==> src/rtl/rtr_pkg.sv <==
// Shared types for the token retry delay timer.
package rtr_pkg;

    // Sequencer state: waiting for arming, or counting down
    typedef enum logic {
        ST_IDLE = 1'b0,
        ST_RUN  = 1'b1
    } rtr_state_e;

    // Number of byte lanes needed to cover a value width
    function automatic int lane_count(input int width, input int lane_w);
        return (width + lane_w - 1) / lane_w;
    endfunction

endpackage

==> src/rtl/rtr_reload_regs.sv <==
// Reload register split into byte lanes.
// Assumes: bits below HOST_ONLY_W exist only in host mode; soft reset
// blocks writes but never clears the stored value.
module rtr_reload_regs
    import rtr_pkg::*;
#(
    parameter int CNT_W       = 18,
    parameter int LANE_W      = 8,
    parameter int HOST_ONLY_W = 16,
    localparam int NUM_LANES  = lane_count(CNT_W, LANE_W),
    localparam int SEL_W      = (NUM_LANES > 1) ? $clog2(NUM_LANES) : 1
) (
    input  logic              clk,
    input  logic              rst_n,
    input  logic              soft_rst,
    input  logic              host_mode,
    input  logic              cfg_we,
    input  logic [SEL_W-1:0]  cfg_lane,
    input  logic [LANE_W-1:0] cfg_wdata,
    output logic [CNT_W-1:0]  vis_val
);

    logic [CNT_W-1:0] stored;

    for (genvar g = 0; g < NUM_LANES; g++) begin : g_lane
        localparam int LO        = g * LANE_W;
        localparam int HI        = ((LO + LANE_W) < CNT_W) ? (LO + LANE_W - 1) : (CNT_W - 1);
        localparam int W         = HI - LO + 1;
        localparam bit HOST_ONLY = (HI < HOST_ONLY_W);

        logic [W-1:0] lane_q;
        logic         wr_ok;

        // Write is accepted only outside soft reset and, for host-only lanes, in host mode
        assign wr_ok = cfg_we && !soft_rst && (cfg_lane == SEL_W'(g))
                       && (host_mode || !HOST_ONLY);

        // Lane storage: cleared by hardware reset only
        always_ff @(posedge clk) begin
            if (!rst_n) begin
                lane_q <= '0;
            end else if (wr_ok) begin
                lane_q <= cfg_wdata[W-1:0];
            end
        end

        assign stored[HI:LO] = lane_q;
    end

    // Device mode hides the host-only bits
    always_comb begin
        vis_val = stored;
        if (!host_mode) begin
            vis_val[HOST_ONLY_W-1:0] = '0;
        end
    end

endmodule

==> src/rtl/rtr_countdown.sv <==
// Loadable down-counter with a zero flag.
// Assumes: load and dec are never both high (the sequencer gives load priority).
module rtr_countdown #(
    parameter int CNT_W = 18
) (
    input  logic             clk,
    input  logic             rst_n,
    input  logic             load,
    input  logic [CNT_W-1:0] load_val,
    input  logic             dec,
    output logic [CNT_W-1:0] cnt,
    output logic             at_zero
);

    logic [CNT_W-1:0] cnt_q;

    // Counter register: load has priority over decrement
    always_ff @(posedge clk) begin
        if (!rst_n) begin
            cnt_q <= '0;
        end else if (load) begin
            cnt_q <= load_val;
        end else if (dec) begin
            cnt_q <= cnt_q - CNT_W'(1);
        end
    end

    assign cnt     = cnt_q;
    assign at_zero = (cnt_q == '0);

endmodule

==> src/rtl/rtr_seq.sv <==
// Arming / expiry sequencer for the retry timer.
// Assumes: bit_tick is a one-cycle pulse per bit time; eof_hold covers the
// end-of-frame guard and the start-of-frame packet that follows.
module rtr_seq
    import rtr_pkg::*;
(
    input  logic clk,
    input  logic rst_n,
    input  logic tok_start,
    input  logic retry_en,
    input  logic bit_tick,
    input  logic eof_hold,
    input  logic at_zero,
    output logic load,
    output logic dec,
    output logic busy,
    output logic resend
);

    rtr_state_e state_q;
    logic       arm, step, fire, resend_q;

    assign arm  = tok_start && retry_en;
    assign step = (state_q == ST_RUN) && bit_tick && !eof_hold;
    assign fire = step && at_zero && !arm;
    assign load = arm;
    assign dec  = step && !at_zero && !arm;

    // State and strobe register
    always_ff @(posedge clk) begin
        if (!rst_n) begin
            state_q  <= ST_IDLE;
            resend_q <= 1'b0;
        end else begin
            resend_q <= fire;
            if (arm) begin
                state_q <= ST_RUN;
            end else if (fire) begin
                state_q <= ST_IDLE;
            end
        end
    end

    assign busy   = (state_q == ST_RUN);
    assign resend = resend_q;

endmodule

==> src/rtl/retry_timer_top.sv <==
// Token retry delay timer: reload lanes, sequencer and down-counter.
// Assumes: inputs are synchronous to clk.
module retry_timer_top
    import rtr_pkg::*;
#(
    parameter int CNT_W       = 18,
    parameter int LANE_W      = 8,
    parameter int HOST_ONLY_W = 16,
    localparam int NUM_LANES  = lane_count(CNT_W, LANE_W),
    localparam int SEL_W      = (NUM_LANES > 1) ? $clog2(NUM_LANES) : 1
) (
    input  logic              clk,
    input  logic              rst_n,
    input  logic              soft_rst,
    input  logic              host_mode,
    input  logic              cfg_we,
    input  logic [SEL_W-1:0]  cfg_lane,
    input  logic [LANE_W-1:0] cfg_wdata,
    output logic [CNT_W-1:0]  reload_rd,
    input  logic              bit_tick,
    input  logic              retry_en,
    input  logic              tok_start,
    input  logic              eof_hold,
    output logic              resend,
    output logic              busy,
    output logic [CNT_W-1:0]  count
);

    logic load, dec, at_zero;

    rtr_reload_regs #(
        .CNT_W(CNT_W), .LANE_W(LANE_W), .HOST_ONLY_W(HOST_ONLY_W)
    ) u_regs (
        .clk(clk), .rst_n(rst_n), .soft_rst(soft_rst), .host_mode(host_mode),
        .cfg_we(cfg_we), .cfg_lane(cfg_lane), .cfg_wdata(cfg_wdata),
        .vis_val(reload_rd)
    );

    rtr_seq u_seq (
        .clk(clk), .rst_n(rst_n), .tok_start(tok_start), .retry_en(retry_en),
        .bit_tick(bit_tick), .eof_hold(eof_hold), .at_zero(at_zero),
        .load(load), .dec(dec), .busy(busy), .resend(resend)
    );

    rtr_countdown #(.CNT_W(CNT_W)) u_cnt (
        .clk(clk), .rst_n(rst_n), .load(load), .load_val(reload_rd),
        .dec(dec), .cnt(count), .at_zero(at_zero)
    );

endmodule

==> config.mk <==
export PLATFORM = sky130hd
export DESIGN_NAME = retry_timer_top
export DESIGN_NICKNAME = d
export VERILOG_FILES = /design/src/rtl/rtr_pkg.sv /design/src/rtl/rtr_reload_regs.sv /design/src/rtl/rtr_countdown.sv /design/src/rtl/rtr_seq.sv /design/src/rtl/retry_timer_top.sv
export SDC_FILE = /design/constraint.sdc
export NUM_CORES = 1
export LEC_CHECK = 0
export ABC_AREA = 1
export BUFFER_PORTS_ARGS = -buffer_cell sky130_fd_sc_hd__buf_2
export CORE_ASPECT_RATIO = 1.75
export CORE_MARGIN = 1
export CORE_UTILIZATION = 50
export DETAILED_ROUTE_END_ITERATION = 7
export PLACE_DENSITY = 0.88
export SYNTH_ARGS = -nofsm -noshare
export SYNTH_HDL_FRONTEND = slang
export SYNTH_SLANG_ARGS = --single-unit
==> constraint.sdc <==
create_clock -name clk -period 1.8 [get_ports clk]
set_input_delay 0.18 -clock clk [delete_from_list [all_inputs] [get_ports clk]]
set_output_delay 0.18 -clock clk [all_outputs]
set_load 0.01 [all_outputs]
==> flow_summary.toml, run 1 <==
[run_status]
status = "finished, final reports clean"

[pwr]
sequentialPowerShare = 0.423
combPwrFrac = 0.250
p_int_mw = 1.51
power.density_nw_per_um2 = 860
total_power_mw = 2.22
peakVddDrop_mv = 0.709
swShare = 0.319
switchingPower_mw = 0.706
p_leak_nw = 1.38
p_clk_frac = 0.327

[synth]
synth_edf_count = 0
yosys_warnings = 0
ys_seq_elements = 38
netlist_instances = 323
synthFlopType = "dfxtp_1"
syn_area_per_cell_sq_um = 6.52
synth_cell_types = 25
yosys-top-cells-count = "nor2_1, nand2_1, dfxtp_1, inv_1, o21ai_0"
synthArstFlopShare = 0
synth_area_sq_um = 2110
yosysSeqAreaShare = 0.361
synth_top_area_share = 0.361
syn_nets = 343
synth.most_common_cell = "nor2_1"
yosysTopAreaCell = "dfxtp_1"
netlist_top_cells_area = "dfxtp_1, nor2_1, nand2_1"

[clock_network]
postCtsSetupRepairBufs = 0
clk-insertion-delay-late_ns = 0.30
cts_tree = "yes"
htreeDepth = 2
clock_path_buffers = 2
numCtsBuffers = 5
cts_sinks = 38
clk_pin_slew_worst_paths_ns = 0.08
cts-root-buf = "clkbuf_8"

[detailed_routing]
top_layer = "met4"
drt-initial-drc-count = 47
routedWlPerCell_um = 12.4
via_count = 2218
via_per_inst = 5.15
wl_met2_mm = 2.97
wl_met1_mm = 2.00
drt_wl_total_mm = 5.34
wl_met3_um = 203
drc = 0
ant_nets = 0
first_pass_iters = 4

[critical_path]
r2r_slack_ns = 0.17
cp.required_ns = 1.99
slowest_stage = "dfxtp_1"
start_kind = "flop"
cp_common_cell = "nand2_4"
worstSetupEndpointType = "flop"
critPathMaxStageDelay_ns = 0.33
crit_chain = "inv_1, ha_2, nand2_4, nor2_8, nand3_4, nand2_4, nand2_4, o21ai_1, nor2_1"
cp.arrival_ns = 1.82
path_class = "reg2reg"
ff2ff_path_depth = 9
path_max_fanout = 16
reg2reg_from = "u_cnt.cnt[0]$_SDFFE_PN0P_"
regToRegEndpoint = "u_cnt.cnt[5]$_SDFFE_PN0P_"

[timing]
max_slew.worst_pin.slew_ns = 0.547
min_period_over_period = 0.907
fmax_ghz = 0.613
min_period_ns = 1.63
fin_hold_ws_ns = 0.160
setup_viol = 0
rsz0062_at_grt = "true"
hold_violations = 0
relSlewSlack = 0.636
finalMaxSlewViolations = 0
fin_skew_ns = 0.00719

[die]
row_count = 30
die_h_um = 87.9
core_area_sq_um = 3940
start_util = 0.535
fp.dieW_um = 51.1
pin_count = 57
dieArea_sq_um = 4490

[grt]
antenna_found_initial = 0
grt_use_total = 0.256
grt_overflow_total = 0
grt_pass1_vias = 2055
grt_max_degree = 37
grt_first_pass_wirelength_mm = 8.74

[layout]
layout.nets = 402
synthToLayoutAreaGrowth_pct = 22.3
finalInstanceArea_sq_um = 2580
diodes = 0
drive_gt1_frac = 0.230

[placement]
gp_congestion = 0.884
place_hpwl_mm = 4.02
dpl_cell_area_sq_um = 2430
io_buffers = 56

[worst_hold_path]
whs_path_depth = 3
min-delay-start = "cfg_wdata[6]"
min_to = "u_regs.g_lane[0].lane_q[6]$_SDFFE_PN0P_"
hold_path.class = "in2reg"

[run]
maxCapViolCount = 0
-- area by class of cell --
class                           instances  area [sq um]
Clock buffer                            5          68.8
Inverter                               36           135
Tap cell                               48          60.1
Fill cell                             372          1370
Sequential cell                        38           761
Timing Repair Buffer                   62           325
Multi-Input combinational cell        239          1180
Clock inverter                          3          45.0
-- critical path: cells and delay by family (launching register included) --
kind | cells | cell delay, ns
buffers and inverters | 1 | 0.11
adder cells (fa/ha/maj) | 1 | 0.24
AO/OA/AOI/OAI | 1 | 0.16
flip-flops | 1 | 0.33
AND/OR/NAND/NOR | 6 | 0.67
-- power by group through the flow --
stage                     clock network, mW  registers (mW)  logic, mW
final                                 0.724           0.937      0.553
after global routing                  0.761           0.944      0.628
after CTS                             0.737           0.936      0.540
after detailed placement                  0           0.955      0.537
after global placement                    0           0.953      0.527
after floorplan                           0           0.968      0.378
-- cell families (layout without fill, tap and decap cells) --
kind of cell             Yosys count  in the layout  share of synthesized area
adder cells (fa/ha/maj)            1              1                    0.00594
XOR/XNOR                           9              9                     0.0374
AO/OA/AOI/OAI                     62             62                      0.154
buffers and inverters             47            106                     0.0926
AND/OR/NAND/NOR                  166            167                      0.349
flip-flops                        38             38                      0.361
-- per-stage QoR --
stage               setup WS [ns]   util  setup TNS, ns  cells
finish                      0.168  0.654              0    431
global route              -0.0329  0.654        -0.0329    431
CTS                        0.0412  0.646              0    430
detailed placement         0.0686  0.617              0    422
global placement            0.135  0.617              0    422
floorplan                   0.262      -              0    323
-- layer usage --
| layer | vias up | track usage |
|---|---|---|
| met5 | - | 0 |
| met4 | 0 | 0.116 |
| met3 | 17 | 0.0382 |
| met2 | 58 | 0.484 |
| met1 | 1006 | 0.269 |
| li1 | 1137 | - |
-- cells in the final DEF, fill, tap and decap left out, types with 2 or more instances in the layout --
cell and count:
o21ai_1 12, a21oi_1 16, clkinvlp_4 2, nand2_2 2
nor2_4 2, nand3b_1 2, buf_4 6, nor2_2 3
xnor2_1 3, xor2_1 6, dfxtp_1 38, o21ai_0 30
inv_1 36, nand3_1 10, nand2_4 3, o21ai_2 2
buf_2 56, nand2_1 63, clkbuf_8 5, nand4_1 4
nor2_1 74
-- state kept, by name, summed over array words and instances, names as in the netlist --
register              flops
u_cnt.cnt                18
u_regs.g_lane.lane_q     18
u_seq.busy                1
u_seq.resend              1
-- how the worst max path moves through the flow --
stage / startpoint / slack, ns / cells after the start / to
floorplan: u_cnt.cnt[0]$_SDFFE_PN0P_ / 0.26 / 10 / u_cnt.cnt[4]$_SDFFE_PN0P_
global placement: u_cnt.cnt[0]$_SDFFE_PN0P_ / 0.13 / 10 / u_cnt.cnt[15]$_SDFFE_PN0P_
detailed placement: u_cnt.cnt[0]$_SDFFE_PN0P_ / 0.07 / 10 / u_cnt.cnt[15]$_SDFFE_PN0P_
CTS: u_cnt.cnt[0]$_SDFFE_PN0P_ / 0.04 / 10 / u_cnt.cnt[15]$_SDFFE_PN0P_
global route: u_cnt.cnt[0]$_SDFFE_PN0P_ / -0.03 / 10 / u_cnt.cnt[16]$_SDFFE_PN0P_
finish: u_cnt.cnt[0]$_SDFFE_PN0P_ / 0.17 / 9 / u_cnt.cnt[5]$_SDFFE_PN0P_
-- timing repair --
action	in CTS	in global routing
gates resized for setup	0	4
endpoints found under the setup margin	0	17
hold buffers	0	0
(Power assumes the default switching activity.)
==> run 2, diff against run 1 <==
CORE_MARGIN = 4   (was 1)
==> flow_summary.toml, run 2 (same netlist as run 1, synthesis figures left out) <==
[clock_network]
cts-root-buf = "clkbuf_8"
ctsResizeCount = 0
numCtsBuffers = 5
clock_path_buffers = 2
clk-insertion-delay-late_ns = 0.29
cts_tree = "yes"
htreeDepth = 2
postCtsSetupRepairBufs = 0
clk_pin_slew_worst_paths_ns = 0.08
cts_sinks = 38
ctsHoldBuffers = 0

[critical_path]
start_kind = "flop"
cp.required_ns = 1.97
path_class = "reg2reg"
path_max_fanout = 32
regToRegEndpoint = "u_cnt.cnt[11]$_SDFFE_PN0P_"
worstSetupEndpointType = "flop"
r2r_slack_ns = 0.16
ff2ff_path_depth = 9
cp.arrival_ns = 1.81
reg2reg_from = "u_cnt.cnt[0]$_SDFFE_PN0P_"

[placement]
io_buffers = 56
dp_cells = 420
place_hpwl_mm = 4.18
pre_cts_ws_ns = 0.0550
gp_congestion = 0.904

[worst_hold_path]
min-delay-start = "cfg_wdata[7]"
hold_path.class = "in2reg"
min_to = "u_regs.g_lane[0].lane_q[7]$_SDFFE_PN0P_"
whs_path_depth = 3

[timing]
fin_hold_ws_ns = 0.157
setup_viol = 0
final.setup.tns_ns = 0
min_period_over_period = 0.911
min_period_ns = 1.64
rsz0062_at_grt = "false"
finalMaxSlewViolations = 0
relSlewSlack = 0.631
fin_skew_ns = 0.00789
worst_slack_ns = 0.161
max_slew.worst_pin.slew_ns = 0.554
hold_violations = 0
fmax_ghz = 0.610

[grt]
grt_pass1_vias = 2121
grt_overflow_total = 0
antenna_found_initial = 0
grt_max_degree = 37
grt_use_total = 0.212
grt_first_pass_wirelength_mm = 9.05

[layout]
drive_gt1_frac = 0.214
layout_commonest_cell = "nor2_1"
layout_common_cells = "nor2_1, nand2_1, buf_2"
diodes = 0
layout.nets = 398
synthToLayoutAreaGrowth_pct = 19.3
final_cells = 428

[die]
start_util = 0.512
fp.dieW_um = 57.1
row_count = 31
die_h_um = 93.9
core_area_sq_um = 4110
pin_count = 57
dieArea_sq_um = 5360

[detailed_routing]
routedWlPerCell_um = 12.9
first_pass_iters = 5
via_per_inst = 5.31
ant_nets = 0
drt-initial-drc-count = 58
via_count = 2273
drt_wl_total_mm = 5.51
drc = 0

[pwr]
p_int_mw = 1.40
swShare = 0.330
switchingPower_mw = 0.689
power.density_nw_per_um2 = 830
total_power_mw = 2.09
p_clk_frac = 0.291
sequentialPowerShare = 0.452
peakVddDrop_mv = 0.555
p_leak_nw = 1.36
combPwrFrac = 0.257

[run_status]
status = "finished, final reports clean"

[run]
maxCapViolCount = 0
run 2: cell types whose count changed in the layout (fill, tap and decap cells not counted), sizes merged:
cell / change
clkinv: +1
bufinv: -1
clkbuf: +2
buf: -3
clkinvlp: -2
nand2: -1
run 2: worst max-delay path, cell delays in order (launching register included):
cell     delay, ns
dfxtp_1       0.33
inv_1         0.11
ha_2          0.24
nand2_4       0.09
nor2_8        0.17
nand3_4       0.10
nand2_4       0.10
nand2_8       0.15
o21ai_1       0.18
a21oi_1       0.06
run 2: worst max path at each step:
stage                                    startpoint                    endpoint  slack [ns]  cells past startpoint
after CTS                 u_cnt.cnt[0]$_SDFFE_PN0P_  u_cnt.cnt[15]$_SDFFE_PN0P_        0.03                     10
after floorplan           u_cnt.cnt[0]$_SDFFE_PN0P_   u_cnt.cnt[4]$_SDFFE_PN0P_        0.26                     10
after detailed placement  u_cnt.cnt[0]$_SDFFE_PN0P_  u_cnt.cnt[15]$_SDFFE_PN0P_        0.05                     10
after global routing      u_cnt.cnt[0]$_SDFFE_PN0P_   u_cnt.cnt[3]$_SDFFE_PN0P_        0.01                     10
final                     u_cnt.cnt[0]$_SDFFE_PN0P_  u_cnt.cnt[11]$_SDFFE_PN0P_        0.16                      9
after global placement    u_cnt.cnt[0]$_SDFFE_PN0P_  u_cnt.cnt[15]$_SDFFE_PN0P_        0.13                     10
run 2: per-layer routing:
layer  global-route usage  wire (um)  up-vias  part of all wire
li1                     -          -     1130                 -
met1                0.211       2000     1037              0.36
met2                0.411       3000       88              0.54
met3               0.0275        308       18             0.056
met4                0.108        199        0             0.036
met5                    0          0        -                 0
run 2: per-stage QoR:
stage / cell area [sq um] / utilization
final: 2510 / 0.611
after global routing: 2510 / 0.611
after CTS: 2500 / 0.609
after detailed placement: 2410 / 0.586
after global placement: 2410 / 0.586
after floorplan: 2110 / -
run 2: layout make-up:
class	instances	area, sq um
Clock buffer	7	86.3
Clock inverter	1	5.00
Fill cell	413	1600
Inverter	36	135
Multi-Input combinational cell	238	1160
Sequential cell	38	761
Tap cell	49	61.3
Timing Repair Buffer	59	303
run 2: power groups by stage:
stage                     registers, mW  clock network, mW  logic [mW]
after floorplan                   0.968                  0       0.378
after global placement            0.959                  0       0.512
after detailed placement          0.959                  0       0.528
after CTS                         0.940              0.611       0.533
after global routing              0.948              0.640       0.608
final                             0.942              0.606       0.537
==> run 3, diff against run 2 <==
CELL_PAD_IN_SITES_DETAIL_PLACEMENT = 2   (was default)
CELL_PAD_IN_SITES_GLOBAL_PLACEMENT = 2   (was default)
CORE_UTILIZATION = 27   (was 50)
PLACE_DENSITY = 0.89   (was 0.88)
==> flow_summary.toml, run 3 (same netlist as run 1, synthesis figures left out) <==
[run_status]
status = "finished, final reports clean"

[die]
die_h_um = 125
row_count = 42
core_area_sq_um = 7570
start_util = 0.278
pin_count = 57
dieArea_sq_um = 9340
fp.dieW_um = 74.8

[timing]
max_slew.worst_pin.slew_ns = 0.636
min_period_over_period = 0.928
hold_violations = 0
finalMaxSlewViolations = 0
min_period_ns = 1.67
final.setup.tns_ns = 0
relSlewSlack = 0.576
fin_skew_ns = 0.00954
fmax_ghz = 0.599
setup_viol = 0
worst_slack_ns = 0.130
fin_hold_ws_ns = 0.190

[clock_network]
ctsHoldBuffers = 0
cts-root-buf = "clkbuf_16"
numCtsBuffers = 5
cts_tree = "yes"
clock_path_buffers = 2
htreeDepth = 2
clk-insertion-delay-late_ns = 0.30
clk_pin_slew_worst_paths_ns = 0.06
cts_sinks = 38

[critical_path]
path_max_fanout = 16
critPathMaxStageDelay_ns = 0.38
slowest_stage = "dfxtp_1"
cp_common_cell = "nor2_1"
cp.arrival_ns = 1.86
path_class = "reg2reg"
crit_chain = "nor2_1, nand2_2, nor2_8, nand3_4, nand2_4, nand2_8, o21ai_1, nor2_1"
start_kind = "flop"
worstSetupEndpointType = "flop"
cp.required_ns = 1.99

[grt]
grt_max_degree = 37
grt_first_pass_wirelength_mm = 13.1
grt_pass1_vias = 2679
grt_overflow_total = 0
grt_use_total = 0.189
antenna_found_initial = 0

[detailed_routing]
via_count = 2406
drc = 0
drt-initial-drc-count = 99
via_per_inst = 5.02
ant_nets = 0
drt_wl_total_mm = 8.81
routedWlPerCell_um = 18.4
first_pass_iters = 5

[placement]
gp_congestion = 0.747
io_buffers = 56
dp_cells = 467
place_hpwl_mm = 6.19
dpl_cell_area_sq_um = 2520
pre_cts_ws_ns = -0.0777

[layout]
final_cells = 479
synthToLayoutAreaGrowth_pct = 30.4
diodes = 0
fin_util = 0.363
finalInstanceArea_sq_um = 2750
layout_commonest_cell = "nor2_1"
layout_common_cells = "nor2_1, nand2_1, buf_2"
layout.nets = 410
drive_gt1_frac = 0.251

[worst_hold_path]
hold_path.class = "in2reg"

[pwr]
power.density_nw_per_um2 = 956
total_power_mw = 2.63
p_leak_nw = 1.46
peakVddDrop_mv = 0.477

[run]
maxCapViolCount = 0
==> run 3: layer usage <==
| metal | vias to the layer above | track usage | routed length [um] |
|---|---|---|---|
| met5 | - | 0 | 0 |
| met1 | 1191 | 0.179 | 3230 |
| met2 | 48 | 0.363 | 5130 |
| met3 | 14 | 0.0339 | 252 |
| li1 | 1153 | - | - |
| met4 | 0 | 0.0901 | 197 |
==> run 3: critical path: cells and delay by family, from the launching register on <==
family / cells / cell delay (ns)
flip-flops: 1 / 0.38
AND/OR/NAND/NOR: 7 / 0.99
AO/OA/AOI/OAI: 1 / 0.19
==> run 3: path summary, 6_finish.rpt <==
| path | start | to | slack, ns | cells after the start |
|---|---|---|---|---|
| hold / removal | cfg_wdata[6] | u_regs.g_lane[0].lane_q[6]$_SDFFE_PN0P_ | 0.19 | 3 |
| hold reg to reg | u_regs.g_lane[0].lane_q[2]$_SDFFE_PN0P_ | u_regs.g_lane[0].lane_q[2]$_SDFFE_PN0P_ | 0.49 | 2 |
| setup / recovery | u_cnt.cnt[4]$_SDFFE_PN0P_ | u_cnt.cnt[6]$_SDFFE_PN0P_ | 0.13 | 8 |
| setup reg to reg | u_cnt.cnt[4]$_SDFFE_PN0P_ | u_cnt.cnt[6]$_SDFFE_PN0P_ | 0.13 | 8 |
==> run 3: layout make-up <==
cell class / instances / area [sq um]
sequential: 38 / 761
inverter: 36 / 135
multi-input combinational: 239 / 1190
timing repair buffer: 70 / 385
clock buffer: 8 / 166
tap: 88 / 110
fill: 952 / 4820
==> run 3: what timing repair did <==
action / in CTS / in global routing
buffers inserted: 0 / 3
pin swaps: 0 / 2
hold endpoints to repair: 0 / 0
setup endpoints to repair: 17 / 17
cloned: 0 / 1
resized for setup: 2 / 6
==> run 3: power breakdown <==
group	internal (mW)	switching, mW
Clock	0.628	0.381
Sequential	0.887	0.0515
Combinational	0.246	0.433
Total	1.76	0.866
